$ cat config.mk
export PLATFORM = sky130hd
export DESIGN_NAME = pmap_decoder
export DESIGN_NICKNAME = d
export VERILOG_FILES = /design/src/rtl/pmap_pkg.sv /design/src/rtl/pmap_region.sv /design/src/rtl/pmap_ctrl.sv /design/src/rtl/pmap_regread.sv /design/src/rtl/pmap_decoder.sv
export SDC_FILE = /design/constraint.sdc
export NUM_CORES = 1
export LEC_CHECK = 0
export BUFFER_PORTS_ARGS = -buffer_cell sky130_fd_sc_hd__buf_2
export CAP_MARGIN = 20
export CORE_MARGIN = 2
export CORE_UTILIZATION = 29
export DETAILED_ROUTE_END_ITERATION = 10
export PLACE_DENSITY_LB_ADDON = 0.3
export REMOVE_ABC_BUFFERS = 1
export SKIP_CTS_REPAIR_TIMING = 1
export SYNTH_ARGS = -nofsm -noshare
export SYNTH_HDL_FRONTEND = slang
export SYNTH_SLANG_ARGS = --single-unit
$ cat constraint.sdc
create_clock -name clk -period 2.7 [get_ports clk]
set_input_delay 0.135 -clock clk [delete_from_list [all_inputs] [get_ports clk]]
set_output_delay 0.135 -clock clk [all_outputs]
set_load 0.01 [all_outputs]
$ cat src/rtl/pmap_pkg.sv
package pmap_pkg;
    localparam int DATA_W = 16;
    localparam int SYN_W  = 6;
    localparam int BYTE_W = 8;

    typedef enum logic [2:0] {
        RG_NONE,
        RG_LOCAL,
        RG_SHARED,
        RG_TRAP,
        RG_OPEN,
        RG_CTRL,
        RG_SYND,
        RG_ERRA
    } region_e;
endpackage

$ cat src/rtl/pmap_region.sv
module pmap_region
    import pmap_pkg::*;
#(
    parameter int ADDR_W  = 20,
    parameter int LOCAL_W = 13
) (
    input  logic [ADDR_W-1:0] addr,
    input  logic              rd_en,
    input  logic              wr_en,
    input  logic              local_dis,
    output region_e           region
);
    localparam int TOP_LO = 6;

    logic top_ones;
    logic low_zero;

    always_comb begin
        top_ones = &addr[ADDR_W-1:TOP_LO];
        low_zero = (addr[ADDR_W-1:LOCAL_W] == '0);
        region   = RG_NONE;
        if (rd_en || wr_en) begin
            if (top_ones && !addr[5]) begin
                region = RG_TRAP;
            end else if (top_ones && addr[5] && addr[4:3] == 2'b01) begin
                case (addr[2:1])
                    2'd0:    region = RG_OPEN;
                    2'd1:    region = RG_CTRL;
                    2'd2:    region = RG_SYND;
                    default: region = RG_ERRA;
                endcase
            end else if (low_zero) begin
                region = local_dis ? RG_SHARED : RG_LOCAL;
            end else begin
                region = RG_SHARED;
            end
        end
    end
endmodule

$ cat src/rtl/pmap_ctrl.sv
module pmap_ctrl
    import pmap_pkg::*;
#(
    parameter int                    NPROC  = 2,
    parameter int                    CODE_W = 4,
    parameter logic [NPROC*CODE_W-1:0] CODES = {4'b0111, 4'b0010}
) (
    input  logic              clk,
    input  logic              rst_n,
    input  region_e           region,
    input  logic              wr_en,
    input  logic [DATA_W-1:0] wr_data,
    output logic [NPROC-1:0]  proc_reset,
    output logic [NPROC-1:0]  proc_irq,
    output logic [NPROC-1:0]  proc_boot,
    output logic              trap_irq
);
    localparam int BIT_RST  = 6;
    localparam int BIT_IRQ  = 5;
    localparam int BIT_BOOT = 4;

    typedef struct packed {
        logic [NPROC-1:0] rst;
        logic [NPROC-1:0] irq;
        logic [NPROC-1:0] boot;
        logic             trap;
    } ctrl_t;

    ctrl_t            st_d, st_q;
    logic [NPROC-1:0] hit;
    logic             port_wr;

    assign port_wr = wr_en && (region == RG_CTRL);

    for (genvar g = 0; g < NPROC; g++) begin : g_match
        assign hit[g] = port_wr && (wr_data[CODE_W-1:0] == CODES[g*CODE_W +: CODE_W]);
    end

    always_comb begin
        st_d.rst  = hit & {NPROC{wr_data[BIT_RST]}};
        st_d.irq  = hit & {NPROC{wr_data[BIT_IRQ]}};
        st_d.boot = hit & {NPROC{wr_data[BIT_BOOT]}};
        st_d.trap = (region == RG_TRAP);
    end

    always_ff @(posedge clk or negedge rst_n) begin
        if (!rst_n) st_q <= '0;
        else        st_q <= st_d;
    end

    assign proc_reset = st_q.rst;
    assign proc_irq   = st_q.irq;
    assign proc_boot  = st_q.boot;
    assign trap_irq   = st_q.trap;

    for (genvar g = 0; g < NPROC; g++) begin : g_chk
        p_reset_src_r6: assert property (@(posedge clk) disable iff (!rst_n)
            proc_reset[g] |-> $past(wr_en && region == RG_CTRL && wr_data[BIT_RST]));
        p_boot_src_r6: assert property (@(posedge clk) disable iff (!rst_n)
            proc_boot[g] |-> $past(wr_en && region == RG_CTRL && wr_data[BIT_BOOT]));
    end

    p_one_target_r7: assert property (@(posedge clk) disable iff (!rst_n)
        $onehot0(proc_reset | proc_irq | proc_boot));
    p_trap_src_r4: assert property (@(posedge clk) disable iff (!rst_n)
        trap_irq |-> $past(region == RG_TRAP));
endmodule

$ cat src/rtl/pmap_regread.sv
module pmap_regread
    import pmap_pkg::*;
(
    input  logic              clk,
    input  logic              rst_n,
    input  region_e           region,
    input  logic              rd_en,
    input  logic              parity_bit,
    input  logic [SYN_W-1:0]  syndrome,
    input  logic [BYTE_W-1:0] fail_addr_hi,
    input  logic [BYTE_W-1:0] err_row,
    input  logic [BYTE_W-1:0] err_col,
    output logic [DATA_W-1:0] rd_data,
    output logic              rd_drive,
    output logic              parity_ack
);
    typedef struct packed {
        logic [DATA_W-1:0] data;
        logic              drive;
        logic              ack;
    } rd_t;

    rd_t rd_d, rd_q;

    always_comb begin
        rd_d.data  = '1;
        rd_d.drive = 1'b0;
        rd_d.ack   = 1'b0;
        if (rd_en) begin
            if (region == RG_SYND) begin
                rd_d.data  = {1'b0, parity_bit, syndrome, fail_addr_hi};
                rd_d.drive = 1'b1;
            end else if (region == RG_ERRA) begin
                rd_d.data  = {err_row, err_col};
                rd_d.drive = 1'b1;
                rd_d.ack   = 1'b1;
            end
        end
    end

    always_ff @(posedge clk or negedge rst_n) begin
        if (!rst_n) begin
            rd_q.data  <= '1;
            rd_q.drive <= 1'b0;
            rd_q.ack   <= 1'b0;
        end else begin
            rd_q <= rd_d;
        end
    end

    assign rd_data    = rd_q.data;
    assign rd_drive   = rd_q.drive;
    assign parity_ack = rd_q.ack;

    p_ack_src_r9: assert property (@(posedge clk) disable iff (!rst_n)
        parity_ack |-> $past(rd_en && region == RG_ERRA));
    p_drive_src_r10: assert property (@(posedge clk) disable iff (!rst_n)
        rd_drive |-> $past(rd_en));
    p_undriven_ones_r5: assert property (@(posedge clk) disable iff (!rst_n)
        !rd_drive |-> rd_data == '1);
endmodule

$ cat src/rtl/pmap_decoder.sv
module pmap_decoder
    import pmap_pkg::*;
#(
    parameter int ADDR_W  = 20,
    parameter int LOCAL_W = 13,
    parameter int NPROC   = 2
) (
    input  logic                 clk,
    input  logic                 rst_n,
    input  logic [ADDR_W-1:0]    addr,
    input  logic                 rd_en,
    input  logic                 wr_en,
    input  logic [DATA_W-1:0]    wr_data,
    input  logic                 local_dis,
    input  logic                 parity_bit,
    input  logic [SYN_W-1:0]     syndrome,
    input  logic [BYTE_W-1:0]    fail_addr_hi,
    input  logic [BYTE_W-1:0]    err_row,
    input  logic [BYTE_W-1:0]    err_col,
    output logic                 sel_local,
    output logic                 sel_shared,
    output logic                 sel_io,
    output logic [DATA_W-1:0]    rd_data,
    output logic                 rd_drive,
    output logic                 trap_irq,
    output logic [NPROC-1:0]     proc_reset,
    output logic [NPROC-1:0]     proc_irq,
    output logic [NPROC-1:0]     proc_boot,
    output logic                 parity_ack
);
    region_e region;

    pmap_region #(.ADDR_W(ADDR_W), .LOCAL_W(LOCAL_W)) u_region (
        .addr      (addr),
        .rd_en     (rd_en),
        .wr_en     (wr_en),
        .local_dis (local_dis),
        .region    (region)
    );

    always_comb begin
        sel_local  = (region == RG_LOCAL);
        sel_shared = (region == RG_SHARED);
        sel_io     = (region == RG_OPEN) || (region == RG_CTRL) ||
                     (region == RG_SYND) || (region == RG_ERRA);
    end

    pmap_ctrl #(.NPROC(NPROC)) u_ctrl (
        .clk        (clk),
        .rst_n      (rst_n),
        .region     (region),
        .wr_en      (wr_en),
        .wr_data    (wr_data),
        .proc_reset (proc_reset),
        .proc_irq   (proc_irq),
        .proc_boot  (proc_boot),
        .trap_irq   (trap_irq)
    );

    pmap_regread u_rd (
        .clk          (clk),
        .rst_n        (rst_n),
        .region       (region),
        .rd_en        (rd_en),
        .parity_bit   (parity_bit),
        .syndrome     (syndrome),
        .fail_addr_hi (fail_addr_hi),
        .err_row      (err_row),
        .err_col      (err_col),
        .rd_data      (rd_data),
        .rd_drive     (rd_drive),
        .parity_ack   (parity_ack)
    );

    p_sel_excl_r3: assert property (@(posedge clk) disable iff (!rst_n)
        $onehot0({sel_local, sel_shared, sel_io}));
    p_local_gate_r2: assert property (@(posedge clk) disable iff (!rst_n)
        sel_local |-> !local_dis);
    p_local_window_r1: assert property (@(posedge clk) disable iff (!rst_n)
        sel_local |-> addr[ADDR_W-1:LOCAL_W] == '0);
    p_trap_access_r4: assert property (@(posedge clk) disable iff (!rst_n)
        trap_irq |-> $past(rd_en || wr_en));
endmodule

Word level (Yosys, flattened, before mapping)
Cells that the tools add are included.

Output and inout port bits: 28. Bits in latches: 0. Word-level logic and storage cells: 46. Input bits: 72. Bits in writable memories: 0. Memories kept: 0. Memory bits (read-only): 0. Register bits: 25.

$lt $le $gt $ge: 0. Multiplexer cells: 10. Div/mod/pow operators: 0. Add/subtract/negate cells: 0. $mul: 0. Eq/ne operators: 12. Reduce and logical (&&, ||, !) cells: 14. Bitwise operators: 3. Shift operators: 0.

Operators by type and width (number): $mux 18 (2); $mux 17 (1); $reduce_and 14->1 (1); $eq 3x3->1 const B (4); $mux 3 (4); $logic_not 7->1 (1); $and 2x2->2 (3); $eq 3x2->1 const B (2); $logic_and 1x1->1 (6); $pmux 2 s3 (1); $eq 2x1->1 const B (2); $eq 4x2->1 const B (1); $eq 4x3->1 const B (1); $logic_or 1x1->1 (4); $eq 3x1->1 const B (1); $eq 2x2->1 const B (1); $logic_not 2->1 (1); $mux 2 (1); $logic_not 1->1 (1); $mux 1 (1).

Longest topological paths before layout
Word-level depth: 10. Mapped depth: 4.

Modules after synthesis
Synthesis repeated with hierarchy kept, for this count alone.

Cell total of the unflattened synthesis: 98. Area, all modules: 1167.4 um^2.

By module, submodules not included: pmap_regread (area an instance 748.2 um^2, cells each 56, seq. area each 470.5 um^2, times used 1); pmap_ctrl (area an instance 270.3 um^2, cells each 21, seq. area each 175.2 um^2, times used 1); pmap_region (area an instance 130.1 um^2, cells each 18, seq. area each 0.0 um^2, times used 1); pmap_decoder (area an instance 18.8 um^2, cells each 3, seq. area each 0.0 um^2, times used 1).

Least setup slack after synthesis
No wires, ideal clock.

Path type: input to output. Start point: input addr[12]. End point: output sel_io. Data arrival time: 1.216 ns. Setup slack: 1.349 ns. Data required time: 2.565 ns. Buffers on the path: 1. Cell stages on the path: 4. Cell sequence: nand4_1 > or4_1 > buf_2 > nor3_1.

Longest elaborated chain between the ends: 10. Elaborated cells between the ends (all ways): 14. Those cells by class: 4 x eq/ne; 3 x mux; 7 x reduce/logical.

Ends and longest elaborated chain: from (decl) (RTL line pmap_decoder.sv:10) `input logic [ADDR_W-1:0] addr,`; $reduce_and 14->1 (*) (RTL line pmap_region.sv:19) `top_ones = &addr[ADDR_W-1:TOP_LO];`; $logic_and 1x1->1 (2 in series) (RTL line pmap_region.sv:25) `end else if (top_ones && addr[5] && addr[4:3] == 2'b01) begin`; $mux 3 (RTL line pmap_region.sv:25); $mux 3 (*) (RTL line pmap_region.sv:23) `if (top_ones && !addr[5]) begin`; $mux 3 (*) (RTL line pmap_region.sv:22) `if (rd_en || wr_en) begin`; $eq 3x3->1 (RTL line pmap_decoder.sv:44) `sel_io = (region == RG_OPEN) || (region == RG_CTRL) ||`; $logic_or 1x1->1 (2 in series) (RTL line pmap_decoder.sv:44); $logic_or 1x1->1 (*) (RTL line pmap_decoder.sv:45) `(region == RG_SYND) || (region == RG_ERRA);`; to (decl) (RTL line pmap_decoder.sv:22) `output logic sel_io,`.

Every way passes the cells marked *; elsewhere a longest branch is shown, timed or not.

Worst setup path after layout
Start point: input addr[13]. End point: output sel_io.

Longest elaborated chain between the ends: 10. Elaborated cells between the ends (all ways): 16. Those cells by class: 4 x eq/ne; 4 x mux; 8 x reduce/logical.

Ends and longest elaborated chain (RTL line): $reduce_and 14->1 (pmap_region.sv:19); $logic_and 1x1->1 (2 in series) (pmap_region.sv:25); $mux 3 (pmap_region.sv:25); $mux 3 (*) (pmap_region.sv:23); $mux 3 (*) (pmap_region.sv:22); $eq 3x3->1 (pmap_decoder.sv:44); $logic_or 1x1->1 (2 in series) (pmap_decoder.sv:44); $logic_or 1x1->1 (*) (pmap_decoder.sv:45).

Marked as above.

==> results.py <==
metrics = {
    "outcome": {
        "outcome": "complete, no violations",
    },
    "timing": {
        "maxSlewViolCount": 0,
        "rsz0062_at_grt": "no",
        "fin_crit_sh_pct": 59.4,
        "min_period_ps": 1600,
        "tightest_slew_ps": 708,
        "setup_violations": 0,
        "tns_ps": 0,
        "max_slew_margin_pct": 52.4,
        "fmax_mhz": 623,
        "final_hold_viol_count": 0,
    },
    "drt": {
        "detail-route-antenna-nets": 0,
        "first_pass_iters": 3,
        "wirelength_mm": 2.89,
        "drt_iter0_markers": 39,
        "dr_total_vias": 1121,
        "avgViaCountPerCell": 4.69,
        "drc": 0,
        "routedWlPerCell_um": 12.1,
    },
    "clocking": {
        "clk_path_buf_depth": 2,
        "cts.sinks": 25,
        "clk_pin_slew_ps": 70,
        "cts_made_buffers": 3,
        "h-tree-depth": 1,
        "cts_tree": "yes",
        "cts_root_buffer": "clkbuf_8",
    },
    "synthesis": {
        "synth_edf_count": 0,
        "async_reset_ff_share_pct": 100,
        "synth-seq-cells": 25,
        "synth.area.top_cells": "dfstp_2 37%, dfrtp_1 20%, mux2i_1 13%",
        "yosysUniqueCellTypes": 25,
        "synth_top_flop_cell": "dfstp_2",
        "yosysMostFrequentCell": "nand3_1",
        "synth_top_cells_by_count": "19 x nand3_1, 16 x dfstp_2, 15 x mux2i_1",
        "syn_area_um2": 1130,
        "synth_top_area_share_pct": 37.1,
        "syn_area_per_cell_um2": 11.2,
        "yosys_warnings": 0,
        "yosysTopAreaCell": "dfstp_2",
        "syn_inst": 101,
        "ys_seq_area_share_pct": 57.0,
    },
    "hold_path": {
        "worstHoldStart": "addr[5]",
        "worstHoldPathType": "input pin to flip-flop",
    },
    "power_and_ir_drop": {
        "seqPwrFrac_pct": 55.4,
        "switching_share_pct": 21.8,
        "power.density_nw_per_um2": 399,
        "pwr-share-comb_pct": 13.9,
        "p_leak_nw": 0.824,
        "cellInternalPower_mw": 0.529,
        "peakVddDrop_v": 0.000173,
        "p_switching_mw": 0.148,
        "clock_power_share_pct": 30.7,
    },
    "finish": {
        "utilization_pct": 45.7,
        "nNetsFinal": 264,
        "drive_gt1_share_pct": 58.6,
        "fin_area_um2": 1700,
        "area_growth_pct": 49.7,
        "nFillCells": 371,
        "diodes": 0,
    },
    "global_routing": {
        "grt_pass1_wl_mm": 4.49,
        "grt_pass1_vias": 1061,
        "grt_overflow": 0,
        "antenna_found_initial": 0,
        "grtUsageTotal_pct": 13.0,
        "grt_max_degree": 26,
    },
    "run": {
        "max_cap_viol_count": 0,
    },
    "die": {
        "die_w_um": 66.5,
        "die-area_um2": 4420,
        "row_count": 22,
        "core-area_um2": 3720,
        "initial_core_util_pct": 30.5,
        "io_pins": 100,
        "dieHeight_um": 66.5,
    },
    "setup_path": {
        "cp_cell_sequence": "buf_2 > nand4_1 > or4_1 > nor3_1 > buf_2",
        "cp_common_cell": "buf_2",
        "crit_buf_inv": 2,
        "end_kind": "primary output",
        "slowest_stage": "or4_1",
        "critical_path_class": "input pin to primary output",
        "critPathLaunchType": "input pin",
        "cp_slowest_stage_delay_ps": 700,
        "worstPathRequired_ps": 2570,
        "crit_arrival_ps": 1470,
        "path_max_fanout": 8,
        "cp_top_family": "simple AND/OR/NAND/NOR gates",
        "startpoint": "addr[13]",
    },
    "placement": {
        "io_buffers": 89,
        "gp_congestion": 0.787,
        "dpl.hpwl_mm": 2.26,
        "dpl_cell_area_um2": 1630,
    },
}
==> routing by layer <==
layer / wire, µm / up-vias / part of all wire, % / global-route usage (%)
met5: 0 / - / 0 / 0
met4: 27 / 0 / 0.94 / 5.61
met3: 198 / 2 / 6.9 / 0.845
met2: 1410 / 46 / 49 / 23.6
met1: 1250 / 518 / 43 / 15.7
li1: - / 555 / - / -
==> layout make-up <==
type                            instances  area [µm²]  share of cell area (%)
Sequential cell                        25         646                    38.1
Tap cell                               48        60.1                    3.54
Timing Repair Buffer                   92         477                    28.1
Clock buffer                            4        45.0                    2.65
Multi-Input combinational cell         69         465                    27.4
Inverter                                1        3.75                   0.221
==> logic make-up (layout without fill, tap and decap cells) <==
group / after synthesis / in the layout / synth area share (%)
buffers and inverters: 7 / 97 / 2.76
multiplexers: 15 / 15 / 13.2
AO/OA/AOI/OAI: 4 / 4 / 3.09
AND/OR/NAND/NOR: 50 / 50 / 24.0
flip-flops: 25 / 25 / 57.0
==> flip-flops by register name, indices dropped and copies added (netlist names) <==
name	count
u_ctrl.proc_boot	2
u_ctrl.proc_irq	2
u_ctrl.proc_reset	2
u_ctrl.trap_irq	1
u_rd.parity_ack	1
u_rd.rd_data	16
u_rd.rd_drive	1
==> cell usage in the layout, fill, tap and decap left out <==
cell type and n:
dfstp_2 16, nand4_1 3, mux2i_1 15, or4_1 1, nand2_1 8, a221oi_1 1, nor3_1 1, and2_1 1
a211oi_2 1, buf_2 89, or3_1 1, nand3_1 19, nand3b_1 1, o21ai_0 1, buf_4 1, nor4_1 8
nor2b_1 1, inv_1 1, dlygate4sd3_1 1, nor4b_1 1, a2bb2oi_1 1, dfrtp_1 9, clkbuf_1 1, nor2_1 3
clkbuf_8 4, nor4_4 1, and3_1 1
==> through the flow <==
| stage | cells | power (mW) | hold WS, ps | setup slack (ps) |
|---|---|---|---|---|
| after floorplan | 95 | 0.410 | -161 | 1180 |
| after global placement | 233 | 0.474 | 141 | 961 |
| after detailed placement | 233 | 0.475 | 142 | 952 |
| after CTS | 237 | 0.685 | -137 | 1090 |
| after global routing | 239 | 0.715 | 91.8 | 1050 |
| final | 239 | 0.677 | 96.0 | 1100 |
==> power by group through the flow <==
stage / clock [mW] / combinational, mW / sequential [mW]
floorplan: 0 / 0.0277 / 0.382
global placement: 0 / 0.0923 / 0.382
detailed placement: 0 / 0.0934 / 0.382
CTS: 0.216 / 0.0939 / 0.375
global route: 0.234 / 0.105 / 0.376
finish: 0.208 / 0.0941 / 0.375
==> worst paths after layout <==
path,to,slack [ps],cells past startpoint
worst max-delay path,sel_io,1100,5
worst min-delay path,u_ctrl.trap_irq$_DFF_PN0_,100,2
max in group asynchronous,u_rd.rd_data[4]$_DFF_PN1_,1950,2
min in group asynchronous,u_rd.rd_drive$_DFF_PN0_,390,2
No activity file was read; power rests on OpenSTA's default activity.
